<file path="src/rtl/i2ct_pkg.sv">
package i2ct_pkg;
    localparam int BYTE_W = 8;
    localparam int ADDR_W = 7;
    localparam int CNT_W  = $clog2(BYTE_W + 1);

    typedef enum logic [2:0] {
        ST_IDLE,
        ST_ADDR,
        ST_ACK,
        ST_ACK_HOLD,
        ST_PEER_ACK,
        ST_RECV,
        ST_SEND
    } tgt_state_e;

    typedef struct packed {
        tgt_state_e          state;
        logic [CNT_W-1:0]    bit_cnt;
        logic [BYTE_W-1:0]   shreg;
        logic                dir_rd;
        logic                got_data;
        logic                sda_oe;
        logic                rx_valid;
        logic [BYTE_W-1:0]   rx_data;
    } fsm_regs_t;
endpackage

</file>
<file path="src/rtl/i2ct_line_sync.sv">
module i2ct_line_sync #(
    parameter int STAGES = 2
) (
    input  logic clk,
    input  logic rst_n,
    input  logic scl_i,
    input  logic sda_i,
    input  logic mask,
    output logic scl_rise,
    output logic scl_fall,
    output logic start_det,
    output logic stop_det,
    output logic sda_s,
    output logic scl_level
);
    typedef struct packed {
        logic [STAGES-1:0] scl_pipe;
        logic [STAGES-1:0] sda_pipe;
        logic              scl_lvl;
        logic              sda_lvl;
    } sync_regs_t;

    sync_regs_t r_d, r_q;
    logic scl_s;

    assign scl_s = r_q.scl_pipe[STAGES-1];
    assign sda_s = r_q.sda_pipe[STAGES-1];
    assign scl_level = r_q.scl_lvl;

    always_comb begin
        r_d = r_q;
        r_d.scl_pipe = {r_q.scl_pipe[STAGES-2:0], scl_i};
        r_d.sda_pipe = {r_q.sda_pipe[STAGES-2:0], sda_i};
        r_d.sda_lvl  = sda_s;
        if (!mask) begin
            r_d.scl_lvl = scl_s;
        end
        scl_rise  = !mask && !r_q.scl_lvl && scl_s;
        scl_fall  = !mask && r_q.scl_lvl && !scl_s;
        start_det = r_q.scl_lvl && scl_s && r_q.sda_lvl && !sda_s;
        stop_det  = r_q.scl_lvl && scl_s && !r_q.sda_lvl && sda_s;
    end

    always_ff @(posedge clk or negedge rst_n) begin
        if (!rst_n) begin
            r_q <= '{scl_pipe: '1, sda_pipe: '1, scl_lvl: 1'b1, sda_lvl: 1'b1};
        end else begin
            r_q <= r_d;
        end
    end
endmodule

</file>
<file path="src/rtl/i2ct_stretch.sv">
module i2ct_stretch #(
    parameter int CW   = 8,
    parameter int TAIL = 3
) (
    input  logic          clk,
    input  logic          rst_n,
    input  logic          trigger,
    input  logic [CW-1:0] len,
    output logic          hold,
    output logic          mask
);
    localparam int TW = $clog2(TAIL + 1);

    typedef struct packed {
        logic [CW-1:0] cnt;
        logic [TW-1:0] tail;
    } str_regs_t;

    str_regs_t r_d, r_q;

    always_comb begin
        r_d = r_q;
        if (trigger) begin
            r_d.cnt = len;
        end else if (r_q.cnt != '0) begin
            r_d.cnt = r_q.cnt - 1'b1;
        end
        if (r_d.cnt != '0) begin
            r_d.tail = TW'(TAIL);
        end else if (r_q.tail != '0) begin
            r_d.tail = r_q.tail - 1'b1;
        end
        hold = (r_q.cnt != '0);
        mask = (r_q.cnt != '0) || (r_q.tail != '0);
    end

    always_ff @(posedge clk or negedge rst_n) begin
        if (!rst_n) begin
            r_q <= '0;
        end else begin
            r_q <= r_d;
        end
    end
endmodule

</file>
<file path="src/rtl/i2c_const_target.sv">
module i2c_const_target
    import i2ct_pkg::*;
#(
    parameter int STRETCH_W   = 8,
    parameter int SYNC_STAGES = 2
) (
    input  logic                 clk,
    input  logic                 rst_n,
    input  logic                 scl_i,
    input  logic                 sda_i,
    input  logic [ADDR_W-1:0]    cfg_addr,
    input  logic [BYTE_W-1:0]    cfg_reply,
    input  logic                 cfg_ack_data,
    input  logic [STRETCH_W-1:0] cfg_stretch,
    output logic                 rx_valid,
    output logic [BYTE_W-1:0]    rx_data,
    output logic                 scl_oe,
    output logic                 sda_oe
);
    localparam int MASK_TAIL = SYNC_STAGES + 1;

    fsm_regs_t r_d, r_q;

    logic scl_rise, scl_fall, start_det, stop_det, sda_s, scl_level;
    logic edge_mask, stretch_go;
    logic [BYTE_W-1:0] sh_new, reply_sh;

    i2ct_line_sync #(.STAGES(SYNC_STAGES)) u_sync (
        .clk       (clk),
        .rst_n     (rst_n),
        .scl_i     (scl_i),
        .sda_i     (sda_i),
        .mask      (edge_mask),
        .scl_rise  (scl_rise),
        .scl_fall  (scl_fall),
        .start_det (start_det),
        .stop_det  (stop_det),
        .sda_s     (sda_s),
        .scl_level (scl_level)
    );

    assign stretch_go = scl_fall && (r_q.state != ST_IDLE);

    i2ct_stretch #(.CW(STRETCH_W), .TAIL(MASK_TAIL)) u_stretch (
        .clk     (clk),
        .rst_n   (rst_n),
        .trigger (stretch_go),
        .len     (cfg_stretch),
        .hold    (scl_oe),
        .mask    (edge_mask)
    );

    always_comb begin
        r_d = r_q;
        r_d.rx_valid = 1'b0;
        sh_new   = {r_q.shreg[BYTE_W-2:0], sda_s};
        reply_sh = cfg_reply << r_q.bit_cnt;

        if (start_det) begin
            r_d.state    = ST_ADDR;
            r_d.bit_cnt  = '0;
            r_d.shreg    = '0;
            r_d.got_data = 1'b0;
            r_d.sda_oe   = 1'b0;
        end else if (stop_det) begin
            r_d.state   = ST_IDLE;
            r_d.bit_cnt = '0;
            r_d.shreg   = '0;
            r_d.sda_oe  = 1'b0;
        end else if (scl_rise) begin
            unique case (r_q.state)
                ST_ADDR, ST_RECV: begin
                    r_d.shreg   = sh_new;
                    r_d.bit_cnt = r_q.bit_cnt + 1'b1;
                    if (r_q.bit_cnt == CNT_W'(BYTE_W - 1)) begin
                        r_d.bit_cnt = '0;
                        r_d.shreg   = '0;
                        if (r_q.state == ST_ADDR && sh_new[BYTE_W-1:1] != cfg_addr) begin
                            r_d.state = ST_IDLE;
                        end else begin
                            if (r_q.state == ST_ADDR) begin
                                r_d.dir_rd = sh_new[0];
                            end else begin
                                r_d.rx_valid = 1'b1;
                                r_d.rx_data  = sh_new;
                                r_d.got_data = 1'b1;
                            end
                            r_d.state = ST_ACK;
                        end
                    end
                end
                ST_PEER_ACK: begin
                    r_d.state = sda_s ? ST_IDLE : ST_ACK_HOLD;
                end
                default: ;
            endcase
        end else if (scl_fall) begin
            unique case (r_q.state)
                ST_ACK: begin
                    if (cfg_ack_data || !r_q.got_data) begin
                        r_d.sda_oe = 1'b1;
                    end
                    r_d.state = ST_ACK_HOLD;
                end
                ST_ACK_HOLD, ST_SEND: begin
                    if (r_q.state == ST_ACK_HOLD && !r_q.dir_rd) begin
                        r_d.sda_oe = 1'b0;
                        r_d.state  = ST_RECV;
                    end else if (r_q.bit_cnt == CNT_W'(BYTE_W)) begin
                        r_d.sda_oe  = 1'b0;
                        r_d.bit_cnt = '0;
                        r_d.state   = ST_PEER_ACK;
                    end else begin
                        r_d.sda_oe  = ~reply_sh[BYTE_W-1];
                        r_d.bit_cnt = r_q.bit_cnt + 1'b1;
                        r_d.state   = ST_SEND;
                    end
                end
                default: ;
            endcase
        end
    end

    always_ff @(posedge clk or negedge rst_n) begin
        if (!rst_n) begin
            r_q <= '{state: ST_IDLE, default: '0};
        end else begin
            r_q <= r_d;
        end
    end

    assign rx_valid = r_q.rx_valid;
    assign rx_data  = r_q.rx_data;
    assign sda_oe   = r_q.sda_oe;

    // a START always leads into address collection
    a_r2_start_enters_addr: assert property (@(posedge clk) disable iff (!rst_n)
        start_det |=> (r_q.state == ST_ADDR))
        else $error("R2: START did not enter address state");

    // a byte pulse never lasts two cycles
    a_r4_rx_single_pulse: assert property (@(posedge clk) disable iff (!rst_n)
        rx_valid |=> !rx_valid)
        else $error("R4: rx_valid longer than one cycle");

    // SDA drive changes only while SCL is seen low
    a_r6_sda_moves_scl_low: assert property (@(posedge clk) disable iff (!rst_n)
        !$stable(sda_oe) |-> !scl_level)
        else $error("R6: SDA changed while SCL high");

    // a hold starts only after an SCL fall in an active transaction
    a_r8_hold_after_fall: assert property (@(posedge clk) disable iff (!rst_n)
        $rose(scl_oe) |-> $past(stretch_go))
        else $error("R8: SCL hold without a qualifying falling edge");

    // no SCL edge is reported while the block itself holds SCL
    a_r9_no_edge_in_hold: assert property (@(posedge clk) disable iff (!rst_n)
        scl_oe |-> !(scl_rise || scl_fall))
        else $error("R9: edge detected during own hold");

    // idle means SDA released
    a_r10_idle_sda_free: assert property (@(posedge clk) disable iff (!rst_n)
        (r_q.state == ST_IDLE) |-> !sda_oe)
        else $error("R10: SDA driven in idle");
endmodule

</file>
<file path="config.mk">
export PLATFORM = sky130hd
export DESIGN_NAME = i2c_const_target
export DESIGN_NICKNAME = d
export VERILOG_FILES = /design/src/rtl/i2ct_pkg.sv /design/src/rtl/i2ct_line_sync.sv /design/src/rtl/i2ct_stretch.sv /design/src/rtl/i2c_const_target.sv
export SDC_FILE = /design/constraint.sdc
export NUM_CORES = 1
export LEC_CHECK = 0
export BUFFER_PORTS_ARGS = -buffer_cell sky130_fd_sc_hd__clkbuf_2
export CAP_MARGIN = 0
export CORE_AREA = 2 2 73 75
export CTS_BUF_LIST = sky130_fd_sc_hd__clkbuf_8
export DETAILED_ROUTE_END_ITERATION = 16
export DIE_AREA = 0 0 75 77
export GPL_ROUTABILITY_DRIVEN = 0
export PLACE_DENSITY = 0.79
export SLEW_MARGIN = 20
export SYNTH_ARGS = -nofsm -noshare
export SYNTH_HDL_FRONTEND = slang
export SYNTH_HIERARCHICAL = 1
export SYNTH_SLANG_ARGS = --single-unit
</file>
<file path="constraint.sdc">
create_clock -name clk -period 3.6 [get_ports clk]
set_input_delay 0.54 -clock clk [delete_from_list [all_inputs] [get_ports clk]]
set_output_delay 0.54 -clock clk [all_outputs]
set_load 0.01 [all_outputs]
</file>
==> reports/results.txt <==
Mapped cell area -> 2440 sq um
PwrDens -> 440 nW/um^2
Library cells used by synthesis -> 67
DR iter-0 viols -> 168
DP Worst Slack -> 0.361 ns
CTS tree -> yes
Mapped Cells -> 225
Clk slew on worst S/H paths -> 0.07 ns
Clock root buffer -> clkbuf_8
Reg area -> 1060 sq um
CP Data Arrival Time -> 3.40 ns
Part of the power in the clock network -> 24.7%
Synth top area cells -> dfrtp_1 37%, dfstp_2 6.5%, mux2_2 5.5%, xnor2_1 3.2%, a22o_1 2.5%
Total core area -> 4980 sq um
Port Buffers -> 38
Switch share -> 33.0%
Antenna Violating Nets Remaining -> 0
DR WL/cell -> 15.4 microns
XOR/XNOR Fraction of Synth Area -> 3.95%
GRT Util Overall -> 19.5%
Vias in the first global route -> 1,884
Area of the multi-input gates -> 1230 sq um
Die Wd -> 75 microns
DRC viols -> 0
Fillers -> 437
Skew final -> 0.00985 ns
Required time worst endpoint -> 3.77 ns
Gate power share -> 25.3%
Register area share after synthesis -> 43.4%
Mean area per synthesized cell -> 10.8 sq um
Total Power -> 1.21 mW
Reg power frac -> 50.0%
Core Util, Final -> 55.1%
Adder-Cell Fraction of Synth Area -> 2.05%
Critical path startpoint category -> register
Final worst setup slack -> 0.369 ns
Maximum root-to-sink buffer count -> 2
Antenna violations before repair -> 0
Clk_lat worst skew -> 0.30 ns
Synth warn -> 6
Largest net degree at the start of global routing -> 43
RSZ-0062 raised after global routing -> false
Routed WL -> 5080 microns
Outcome -> completed
FF+latch count, synth -> 42
Fin Setup TNS -> 0 ns
Final Hold Fails -> 0
Design area -> 2740 sq um
Top FF cell, synth -> dfrtp_1
Die area -> 5780 sq um
Vias -> 1,917
Top cell type's share of synthesized area -> 36.9%
Setup CP Type -> reg -> reg
Synth Area in Simple Gates -> 17.2%
Commonest non-fill, non-tap cell in the layout -> clkbuf_2
Hold Slack -> 0.315 ns
Multiplexer area fraction after synthesis -> 8.41%
Die height -> 77 microns
Slew Viols, Final -> 0
Slew HR -> 39.4%
Switching pwr -> 398 uW
Max cap viols -> 0
Post-DP Area -> 2660 sq um
Final period utilization -> 89.7%
Fin nets -> 291
TritonCTS Buffers -> 5
Largest family of logic cells by synthesized area -> compound AO/OA/AOI/OAI gates
Compound-Gate Fraction of Synth Area -> 18.8%
Num rows -> 26
Remaining global-route overflow -> 0
Antenna cells -> 0
Crit Path Max Fanout -> 10
Cells after DPL -> 322
Final std cells w/o fill -> 330
H-tree levels -> 2
Drt pass-1 iters -> 4
DR vias/cell -> 5.81
Internal power -> 809 uW
Num ports -> 39
Share of layout cells above drive strength 1 -> 33.5%
Sink Count -> 42
Syn Nets -> 257
Synth area leader -> dfrtp_1
First-pass GRT wire length -> 8630 microns
Worst slew pin tran -> 0.908 ns
Fmax achieved -> 0.310 GHz
LEAKAGE -> 1.26 nW
Initial Utilization -> 49.0%
FFs w/ async S/R, synth -> 100%
Crit. End Element -> register
Hold Path Class -> in -> reg
Crit path time final -> 3.23 ns
# setup viols final -> 0
Commonest non-fill, non-tap cells in the layout -> 37 x clkbuf_2, 36 x dfrtp_1, 16 x inv_1
EDFF count, synth -> 0
Post-DP HPWL -> 3670 microns
Area grow syn2layout -> 12.5%
Maximum VDD drop -> 0.385 mV
==> Yosys cell counts, drive strengths merged, types with 4 or more instances <==
cell	number
dfrtp	36
inv	16
mux2	13
buf	12
nand2	10
nor3	9
o21ai	9
xnor2	9
a22o	7
nor2	7
dfstp	6
nand3	6
a31oi	5
o31ai	5
ha	4
nor2b	4
o2111ai	4
==> power groups by stage <==
| stage | clock network, mW | logic [mW] | registers [mW] |
|---|---|---|---|
| after floorplan | 0 | 0.242 | 0.576 |
| after global placement | 0 | 0.299 | 0.598 |
| after detailed placement | 0 | 0.302 | 0.602 |
| after CTS | 0.309 | 0.305 | 0.597 |
| after global routing | 0.326 | 0.339 | 0.612 |
| final | 0.299 | 0.305 | 0.603 |
==> per-layer routing <==
layer  global-route usage, %  wire (microns)  vias to the layer above
li1                        -               -                      908
met1                    26.3            2170                      931
met2                    30.2            2580                       68
met3                    4.34             253                       10
met4                    7.68              80                        0
met5                       0               0                        -
==> final cells by class <==
class	count	share of cell area [%]
clock buffer	5	2.51
clock inverter	3	0.639
inverter	16	2.19
multi-input combinational	152	44.8
sequential	42	38.6
tap	70	3.19
timing repair buffer	42	8.03
==> cells by family (layout without fill, tap and decap cells) <==
group | count (synthesis) | after routing
compound gates | 56 | 56
flops | 42 | 42
simple gates | 65 | 65
buf+inv | 31 | 66
mux | 16 | 16
fa+ha+maj | 4 | 4
xor+xnor | 11 | 11
==> worst paths after layout <==
kind                                   from               end  slack (ns)  cells after the start
setup / recovery           u_stretch/r_q[2]  u_stretch/r_q[0]        0.37                     13
hold / removal                        sda_i     u_sync/r_d[3]        0.32                      1
hold reg to reg               u_sync/r_d[3]      u_sync/sda_s        0.36                      0
min in group asynchronous             rst_n        rx_data[5]        0.36                      1
max in group asynchronous             rst_n  u_stretch/r_q[0]        2.67                      1
setup reg to reg           u_stretch/r_q[2]  u_stretch/r_q[0]        0.37                     13
==> sequential cells by signal, summed over array words and instances (netlist names) <==
| name | flops |
|---|---|
| u_sync/sda_s | 1 |
| u_stretch/r_q | 10 |
| u_sync/r_q | 2 |
| rx_valid | 1 |
| u_sync/scl_level | 1 |
| sda_oe | 1 |
| rx_data | 8 |
| u_sync/r_d | 2 |
| r_q | 16 |
==> critical path, cell delays in order (launching register included) <==
cell and delay, ns:
dfrtp_1 0.44, inv_1 0.10, ha_1 0.25, nor4b_2 0.26, and2_2 0.26, nand2_1 0.11
nor3b_1 0.20, buf_4 0.16, a21boi_0 0.31, inv_2 0.18, or3_1 0.39, o311a_1 0.11
nor3_1 0.23, nand3_1 0.11
==> what timing repair did <==
| item | CTS | global route |
|---|---|---|
| setup endpoints to repair | 0 | 2 |
| hold buffers | 0 | 0 |
| resized for setup | 0 | 1 |
| buffers inserted | 0 | 0 |
(Power assumes the default switching activity.)
